$ cat src/rtl/srx_pkg.sv
package srx_pkg;

   // receiver sequencing states
   typedef enum logic [2:0] {
      ST_IDLE,
      ST_START,
      ST_DATA,
      ST_PAR,
      ST_STOP1,
      ST_STOP2,
      ST_HOLD
   } rx_state_t;

   // status flag offsets above the data field of a queue entry
   localparam int PERR_OFS = 0;
   localparam int FERR_OFS = 1;
   localparam int BRK_OFS  = 2;
   localparam int STAT_W   = 3;

endpackage

$ cat src/rtl/srx_sync.sv
module srx_sync #(
   parameter int STAGES    = 2,
   parameter bit RESET_VAL = 1'b1
) (
   input  logic clk,
   input  logic rst_n,
   input  logic d_i,
   output logic q_o
);

   if (STAGES < 2) begin : g_bad_stages
      $error("srx_sync: STAGES must be at least 2");
   end

   logic [STAGES-1:0] chain_q;

   always_ff @(posedge clk or negedge rst_n) begin
      if (!rst_n) chain_q <= {STAGES{RESET_VAL}};
      else        chain_q <= {chain_q[STAGES-2:0], d_i};
   end

   assign q_o = chain_q[STAGES-1];

endmodule

$ cat src/rtl/srx_framer.sv
module srx_framer
   import srx_pkg::*;
#(
   parameter int DATA_W = 8,
   parameter int OVS    = 16
) (
   input  logic                     clk,
   input  logic                     rst_n,
   input  logic                     rx_i,
   input  logic                     tick_i,
   input  logic [1:0]               cfg_len_i,
   input  logic                     par_en_i,
   input  logic                     par_odd_i,
   input  logic                     two_stop_i,
   output logic                     push_o,
   output logic [DATA_W+STAT_W-1:0] entry_o
);

   localparam int CNT_W = $clog2(OVS);
   localparam int BIT_W = $clog2(DATA_W + 1);
   localparam logic [CNT_W-1:0] MID_CNT  = CNT_W'(OVS / 2 - 1);
   localparam logic [CNT_W-1:0] LAST_CNT = CNT_W'(OVS - 1);

   if (DATA_W < 8) begin : g_bad_width
      $error("srx_framer: DATA_W must hold an 8-bit character");
   end
   if ((OVS < 4) || ((OVS & (OVS - 1)) != 0)) begin : g_bad_ovs
      $error("srx_framer: OVS must be a power of two, at least 4");
   end

   rx_state_t         state_q;
   logic [CNT_W-1:0]  cnt_q;
   logic [BIT_W-1:0]  bit_idx_q;
   logic [DATA_W-1:0] shreg_q;
   logic              par_bit_q;

   logic [BIT_W-1:0]  len_bits;
   logic [BIT_W-1:0]  align_sh;
   logic [DATA_W-1:0] aligned;
   logic              par_err;
   logic              all_zero;
   logic              centre;

   assign len_bits = BIT_W'(cfg_len_i) + BIT_W'(5);
   assign align_sh = BIT_W'(DATA_W) - len_bits;
   assign aligned  = shreg_q >> align_sh;
   assign par_err  = par_en_i && ((^aligned ^ par_bit_q) != par_odd_i);
   assign all_zero = (aligned == '0) && (!par_en_i || !par_bit_q);
   assign centre   = tick_i && (cnt_q == LAST_CNT);

   always_ff @(posedge clk or negedge rst_n) begin
      if (!rst_n) begin
         state_q   <= ST_IDLE;
         cnt_q     <= '0;
         bit_idx_q <= '0;
         shreg_q   <= '0;
         par_bit_q <= 1'b0;
         push_o    <= 1'b0;
         entry_o   <= '0;
      end else begin
         push_o <= 1'b0;
         if (tick_i && (state_q != ST_IDLE) && (state_q != ST_HOLD))
            cnt_q <= cnt_q + CNT_W'(1);
         unique case (state_q)
            ST_IDLE: begin
               if (tick_i && !rx_i) begin
                  state_q <= ST_START;
                  cnt_q   <= '0;
               end
            end
            ST_START: begin
               if (tick_i && (cnt_q == MID_CNT)) begin
                  cnt_q     <= '0;
                  bit_idx_q <= '0;
                  shreg_q   <= '0;
                  par_bit_q <= 1'b0;
                  state_q   <= rx_i ? ST_IDLE : ST_DATA;
               end
            end
            ST_DATA: begin
               if (centre) begin
                  shreg_q   <= {rx_i, shreg_q[DATA_W-1:1]};
                  bit_idx_q <= bit_idx_q + BIT_W'(1);
                  if (bit_idx_q == len_bits - BIT_W'(1))
                     state_q <= par_en_i ? ST_PAR : ST_STOP1;
               end
            end
            ST_PAR: begin
               if (centre) begin
                  par_bit_q <= rx_i;
                  state_q   <= ST_STOP1;
               end
            end
            ST_STOP1: begin
               if (centre) begin
                  if (rx_i && two_stop_i) begin
                     state_q <= ST_STOP2;
                  end else begin
                     push_o  <= 1'b1;
                     entry_o <= {!rx_i && all_zero, !rx_i, par_err, aligned};
                     state_q <= rx_i ? ST_IDLE : ST_HOLD;
                  end
               end
            end
            ST_STOP2: begin
               if (centre) begin
                  push_o  <= 1'b1;
                  entry_o <= {1'b0, !rx_i, par_err, aligned};
                  state_q <= rx_i ? ST_IDLE : ST_HOLD;
               end
            end
            ST_HOLD: begin
               if (rx_i) state_q <= ST_IDLE;
            end
            default: state_q <= ST_IDLE;
         endcase
      end
   end


   brk_implies_ferr_chk: assert property (@(posedge clk) disable iff (!rst_n)
      push_o && entry_o[DATA_W+BRK_OFS] |->
         entry_o[DATA_W+FERR_OFS] && (entry_o[DATA_W-1:0] == '0));


   unused_bits_zero_chk: assert property (@(posedge clk) disable iff (!rst_n)
      push_o |-> ((entry_o[DATA_W-1:0] >> len_bits) == {DATA_W{1'b0}}));


   no_perr_when_off_chk: assert property (@(posedge clk) disable iff (!rst_n)
      push_o && !par_en_i |-> !entry_o[DATA_W+PERR_OFS]);


   start_needs_low_chk: assert property (@(posedge clk) disable iff (!rst_n)
      (state_q == ST_DATA) && $past(state_q == ST_START) |-> $past(!rx_i && tick_i));

endmodule

$ cat src/rtl/srx_fifo.sv
module srx_fifo #(
   parameter int WIDTH = 11,
   parameter int DEPTH = 16
) (
   input  logic             clk,
   input  logic             rst_n,
   input  logic             push_i,
   input  logic [WIDTH-1:0] data_i,
   input  logic             pop_i,
   input  logic             clr_ovr_i,
   output logic [WIDTH-1:0] data_o,
   output logic             empty_o,
   output logic             full_o,
   output logic             overrun_o
);

   localparam int AW = $clog2(DEPTH);
   localparam logic [AW:0] FULL_CNT = (AW+1)'(DEPTH);

   if ((DEPTH < 2) || ((DEPTH & (DEPTH - 1)) != 0)) begin : g_bad_depth
      $error("srx_fifo: DEPTH must be a power of two, at least 2");
   end

   logic [WIDTH-1:0] mem [DEPTH];
   logic [AW-1:0]    wr_ptr_q, rd_ptr_q;
   logic [AW:0]      count_q;
   logic             push_ok, pop_ok;

   assign empty_o = (count_q == '0);
   assign full_o  = (count_q == FULL_CNT);
   assign push_ok = push_i && !full_o;
   assign pop_ok  = pop_i && !empty_o;
   assign data_o  = mem[rd_ptr_q];

   always_ff @(posedge clk) begin
      if (push_ok) mem[wr_ptr_q] <= data_i;
   end

   always_ff @(posedge clk or negedge rst_n) begin
      if (!rst_n) begin
         wr_ptr_q  <= '0;
         rd_ptr_q  <= '0;
         count_q   <= '0;
         overrun_o <= 1'b0;
      end else begin
         if (push_ok) wr_ptr_q <= wr_ptr_q + AW'(1);
         if (pop_ok)  rd_ptr_q <= rd_ptr_q + AW'(1);
         if (push_ok && !pop_ok)      count_q <= count_q + (AW+1)'(1);
         else if (pop_ok && !push_ok) count_q <= count_q - (AW+1)'(1);
         overrun_o <= (push_i && full_o) || (overrun_o && !clr_ovr_i);
      end
   end


   pop_step_chk: assert property (@(posedge clk) disable iff (!rst_n)
      pop_i && !empty_o && !push_i |=> count_q == $past(count_q) - (AW+1)'(1));


   ovr_cause_chk: assert property (@(posedge clk) disable iff (!rst_n)
      $rose(overrun_o) |-> $past(push_i && full_o));


   ovr_sticky_chk: assert property (@(posedge clk) disable iff (!rst_n)
      overrun_o && !clr_ovr_i |=> overrun_o);


   no_dual_flag_chk: assert property (@(posedge clk) disable iff (!rst_n)
      !(empty_o && full_o));

endmodule

$ cat src/rtl/srx_top.sv
module srx_top
   import srx_pkg::*;
#(
   parameter int DATA_W      = 8,
   parameter int OVS         = 16,
   parameter int FIFO_DEPTH  = 16,
   parameter int SYNC_STAGES = 2,
   localparam int ENTRY_W    = DATA_W + STAT_W
) (
   input  logic               clk,
   input  logic               rst_n,
   input  logic               rxd_i,
   input  logic               tick_i,
   input  logic [1:0]         cfg_len_i,
   input  logic               cfg_par_en_i,
   input  logic               cfg_par_odd_i,
   input  logic               cfg_two_stop_i,
   input  logic               clr_ovr_i,
   input  logic               rd_en_i,
   output logic [ENTRY_W-1:0] rd_data_o,
   output logic               empty_o,
   output logic               full_o,
   output logic               overrun_o
);

   logic               rx_sync;
   logic               fr_push;
   logic [ENTRY_W-1:0] fr_entry;

   srx_sync #(
      .STAGES    (SYNC_STAGES),
      .RESET_VAL (1'b1)
   ) u_sync (
      .clk   (clk),
      .rst_n (rst_n),
      .d_i   (rxd_i),
      .q_o   (rx_sync)
   );

   srx_framer #(
      .DATA_W (DATA_W),
      .OVS    (OVS)
   ) u_framer (
      .clk        (clk),
      .rst_n      (rst_n),
      .rx_i       (rx_sync),
      .tick_i     (tick_i),
      .cfg_len_i  (cfg_len_i),
      .par_en_i   (cfg_par_en_i),
      .par_odd_i  (cfg_par_odd_i),
      .two_stop_i (cfg_two_stop_i),
      .push_o     (fr_push),
      .entry_o    (fr_entry)
   );

   srx_fifo #(
      .WIDTH (ENTRY_W),
      .DEPTH (FIFO_DEPTH)
   ) u_fifo (
      .clk       (clk),
      .rst_n     (rst_n),
      .push_i    (fr_push),
      .data_i    (fr_entry),
      .pop_i     (rd_en_i),
      .clr_ovr_i (clr_ovr_i),
      .data_o    (rd_data_o),
      .empty_o   (empty_o),
      .full_o    (full_o),
      .overrun_o (overrun_o)
   );

endmodule

$ cat config.mk
export PLATFORM = sky130hd
export DESIGN_NAME = srx_top
export DESIGN_NICKNAME = d
export VERILOG_FILES = /design/src/rtl/srx_pkg.sv /design/src/rtl/srx_sync.sv /design/src/rtl/srx_framer.sv /design/src/rtl/srx_fifo.sv /design/src/rtl/srx_top.sv
export SDC_FILE = /design/constraint.sdc
export NUM_CORES = 1
export LEC_CHECK = 0
export BUFFER_PORTS_ARGS = -buffer_cell sky130_fd_sc_hd__buf_4
export CAP_MARGIN = 40
export CORE_MARGIN = 1.5
export CORE_UTILIZATION = 55
export DETAILED_ROUTE_END_ITERATION = 7
export HOLD_SLACK_MARGIN = 0.06
export MAX_ROUTING_LAYER = met4
export PLACE_DENSITY_LB_ADDON = 0.2
export SYNTH_ARGS = -nofsm -noshare
export SYNTH_HDL_FRONTEND = slang
export SYNTH_SLANG_ARGS = --single-unit
export TNS_END_PERCENT = 5
$ cat constraint.sdc
create_clock -name clk -period 4.8 [get_ports clk]
set_input_delay 0.96 -clock clk [delete_from_list [all_inputs] [get_ports clk]]
set_output_delay 0.96 -clock clk [all_outputs]
set_load 0.02 [all_outputs]
==> flow_summary.toml <==
[sta]
fmax_mhz = 269
period_share = 0.775
holdWs_ns = 0.357
finalSetupViolations = 0
tns_ns = 0
rsz0062_at_grt = "false"
max_slew.worst_pin.slew_ns = 0.756
hold_violations = 0
finClkSkew_ns = 0.00784
drv_slew = 0
min_period_ns = 3.72
max_slew_margin = 0.496

[clocking]
clk_pin_slew_worst_paths_ns = 0.06
cts_tree = "done"
cts_sinks = 224
postCtsHoldBufs = 0
cts-root-buf = "clkbuf_16"
cts_inserted_buffers = 23
clk_latency_ns = 0.50
cts_resized = 0
clockBufferDepth = 3
htree_levels = 1
post_cts_buffers = 0

[yosys]
yosysWarnings = 0
synth_top_flop_cell = "edfxtp_1"
synthMuxAreaShare = 0.150
syn_avg_cell_area_um2 = 17.6
synthCells = 533
synth-compound-area-share = 0.0385
yosysSeqAreaShare = 0.692
synthXorXnorAreaFrac = 0.0215
synth_cell_types = 45
ys_async_sr_fraction = 0.214
synth-edff-count = 176
synth_seq_cells = 224
synthAdderAreaFrac = 0.0248
synth_simple_gate_area_frac = 0.0527
synth_top_family_by_area = "multiplexers"
synthesis.nets = 562
syn-cell-area_um2 = 9370

[min_path]
hp-class = "reg -> reg"
min_path_cells = 0

[power_and_ir_drop]
ir_worst_vdd_mv = 0.253
p_leak_uw = 0.00408
switching_power_uw = 1370
pwr-share-comb = 0.195
power_frac_seq = 0.473
switching_share = 0.272
intPower_uw = 3680
clkPwrFrac = 0.332
p_per_area_nw_per_um2 = 476

[placement]
gp_congestion = 0.879
place_hpwl_um = 10800
placed_cells = 770
io_buffers = 24

[cells_and_area]
nNetsFinal = 604
drive_gt1_frac = 0.264
areaGrowthSynthToFinish_pct = 13.1
post_layout_nonfiller_instances = 810
post-route-util = 0.637
num-fill-cells = 1173
diodes = 0

[floorplanning]
die_w_um = 134
die_y_um = 134
die_area_um2 = 17800
ioPinCount = 25
initial_utilization = 0.563
rows = 47
coreArea_um2 = 16600

[detailed_routing]
vias = 4776
ant_nets = 0
drtIter0Drc = 313
post_drt_wl_per_cell_um = 21.4
drtPass1Iterations = 5
drt-total-wl_um = 17300
via_per_inst = 5.90
route.detailed.drc = 0

[grt]
grt_overflow_total = 0
antenna_found_initial = 0
grt_pass1_vias = 4927
grt_pass1_wl_um = 27400
grt_max_degree = 49
track_usage = 0.211

[critical_path]
worst_ep_arrival_time_ns = 2.76
path_buf_inv = 2
crit_path_cell_trace = "buf_4 -> mux4_2 -> mux4_2 -> buf_4"
path_class = "reg -> out"
crit_required_ns = 3.84
cp-start-kind = "flop"
cp-end-kind = "primary output"
critPathMaxStageDelay_ns = 0.85
worst-r2r-cell-count = 12
worstPathMaxFanout = 31
crit_slowest_cell = "dfrtp_2"
path_delay_family = "flip-flops"
crit_cells = 4

[outcome]
status = "completed"

[job]
cap_violations = 0
## metal layers
layer / wire [µm] / track usage / vias to the layer above
met5: 0 / - / -
met3: 852 / 0.0323 / 24
met1: 7250 / 0.269 / 2457
li1: - / - / 2164
met2: 8940 / 0.359 / 131
met4: 276 / 0.0531 / 0
## power by group through the flow
stage	sequential (µW)	combinational (µW)	clock [µW]
2_1_floorplan	2270	901	0
4_1_cts	2390	1010	1710
3_5_place_dp	2430	1000	0
5_1_grt	2410	1090	1780
3_3_place_gp	2450	920	0
6_report	2390	985	1680
## worst paths after layout
check	start	endpoint	slack [ns]
max reg2reg	u_fifo.count_q[0]	u_fifo.count_q[4]	1.84
max in group asynchronous	rst_n	u_fifo.rd_ptr_q[0]	3.90
max	u_fifo.rd_ptr_q[1]	rd_data_o[9]	1.08
min reg2reg	u_sync.chain_q[0]	u_sync.chain_q[1]	0.36
min	u_sync.chain_q[0]	u_sync.chain_q[1]	0.36
min in group asynchronous	rst_n	u_framer.cnt_q[0]	0.47
## cell usage in the layout, fill, tap and decap left out, types with 4 or more instances in the layout
cell type / instances
nand3_1: 4
a21oi_1: 7
o21ai_0: 23
inv_1: 9
dfrtp_1: 44
clkbuf_8: 4
mux4_2: 60
xnor2_1: 16
nand4_1: 6
buf_4: 44
clkinv_2: 8
clkbuf_16: 23
xor2_1: 7
nor3_1: 4
a22o_1: 12
nor2b_1: 4
edfxtp_1: 176
nor3_2: 4
nand2_1: 46
ha_1: 17
nor2_1: 24
## cell families (layout without fill, tap and decap cells)
group / count (synthesis) / in the layout
AO/OA/AOI/OAI: 56 / 56
buffers and inverters: 39 / 96
XOR/XNOR: 23 / 23
adder cells (fa/ha/maj): 18 / 18
multiplexers: 65 / 65
AND/OR/NAND/NOR: 108 / 108
flip-flops: 224 / 224
## area by class of cell
type / instances / area (µm²) / share of cell area
flip-flops and latches: 224 / 6490 / 0.612
multi-input cells: 270 / 2710 / 0.256
clock buffers: 28 / 634 / 0.0598
repair buffers: 46 / 363 / 0.0342
well taps: 220 / 275 / 0.0260
clock inverters: 12 / 85.1 / 0.00803
inverters: 10 / 37.5 / 0.00354
## cell usage after synthesis, types with 2 or more instances
cell type | count | share of area
nand3b_1 | 2 | 0.0016
o21ai_0 | 24 | 0.013
buf_1 | 5 | 0.0020
dfrtp_1 | 46 | 0.12
o31ai_1 | 2 | 0.0016
o22ai_1 | 3 | 0.0020
clkbuf_1 | 13 | 0.0052
buf_2 | 5 | 0.0027
nand2_1 | 46 | 0.018
buf_6 | 4 | 0.0048
nor3_1 | 8 | 0.0043
nand3_1 | 4 | 0.0021
mux2_2 | 3 | 0.0036
and3_1 | 3 | 0.0020
ha_1 | 17 | 0.023
nor3b_1 | 2 | 0.0016
edfxtp_1 | 176 | 0.56
and2_1 | 2 | 0.0013
mux2i_1 | 2 | 0.0021
inv_1 | 9 | 0.0036
mux4_2 | 60 | 0.14
xor2_1 | 7 | 0.0065
dfstp_2 | 2 | 0.0056
a22o_1 | 12 | 0.011
nand4_1 | 6 | 0.0040
a21o_1 | 2 | 0.0016
nor2b_1 | 4 | 0.0027
nor2_1 | 24 | 0.0096
a21oi_1 | 7 | 0.0037
xnor2_1 | 16 | 0.015
nand2b_1 | 3 | 0.0020
## registers in the layout (all words and copies together) (netlist names), 2 cells and up
register and count:
u_sync.chain_q 2, u_framer.bit_idx_q 4, u_framer.cnt_q 4, u_fifo.rd_ptr_q 4, u_framer.state_q 3, u_fifo.mem 176, u_fifo.count_q 5, u_framer.shreg_q 8
u_framer.entry_o 11, u_fifo.wr_ptr_q 4
## worst register-to-register path, stage by stage (launching register included)
cell     delay [ns]
dfrtp_1        0.45
or4_1          0.56
nor2_1         0.15
nor2b_1        0.10
inv_1          0.13
ha_1           0.21
inv_1          0.11
fa_1           0.43
a21o_1         0.18
a21oi_1        0.18
xnor2_1        0.13
nor2_1         0.07
xor2_1         0.14
## metrics by stage
stage	power [µW]	cell area [µm²]	setup slack, ns
2_1_floorplan	3170	9370	1.80
3_3_place_gp	3370	9810	1.48
3_5_place_dp	3430	9880	1.46
4_1_cts	5110	10600	1.02
5_1_grt	5280	10600	0.973
6_report	5050	10600	1.08
(Power assumes the default switching activity.)
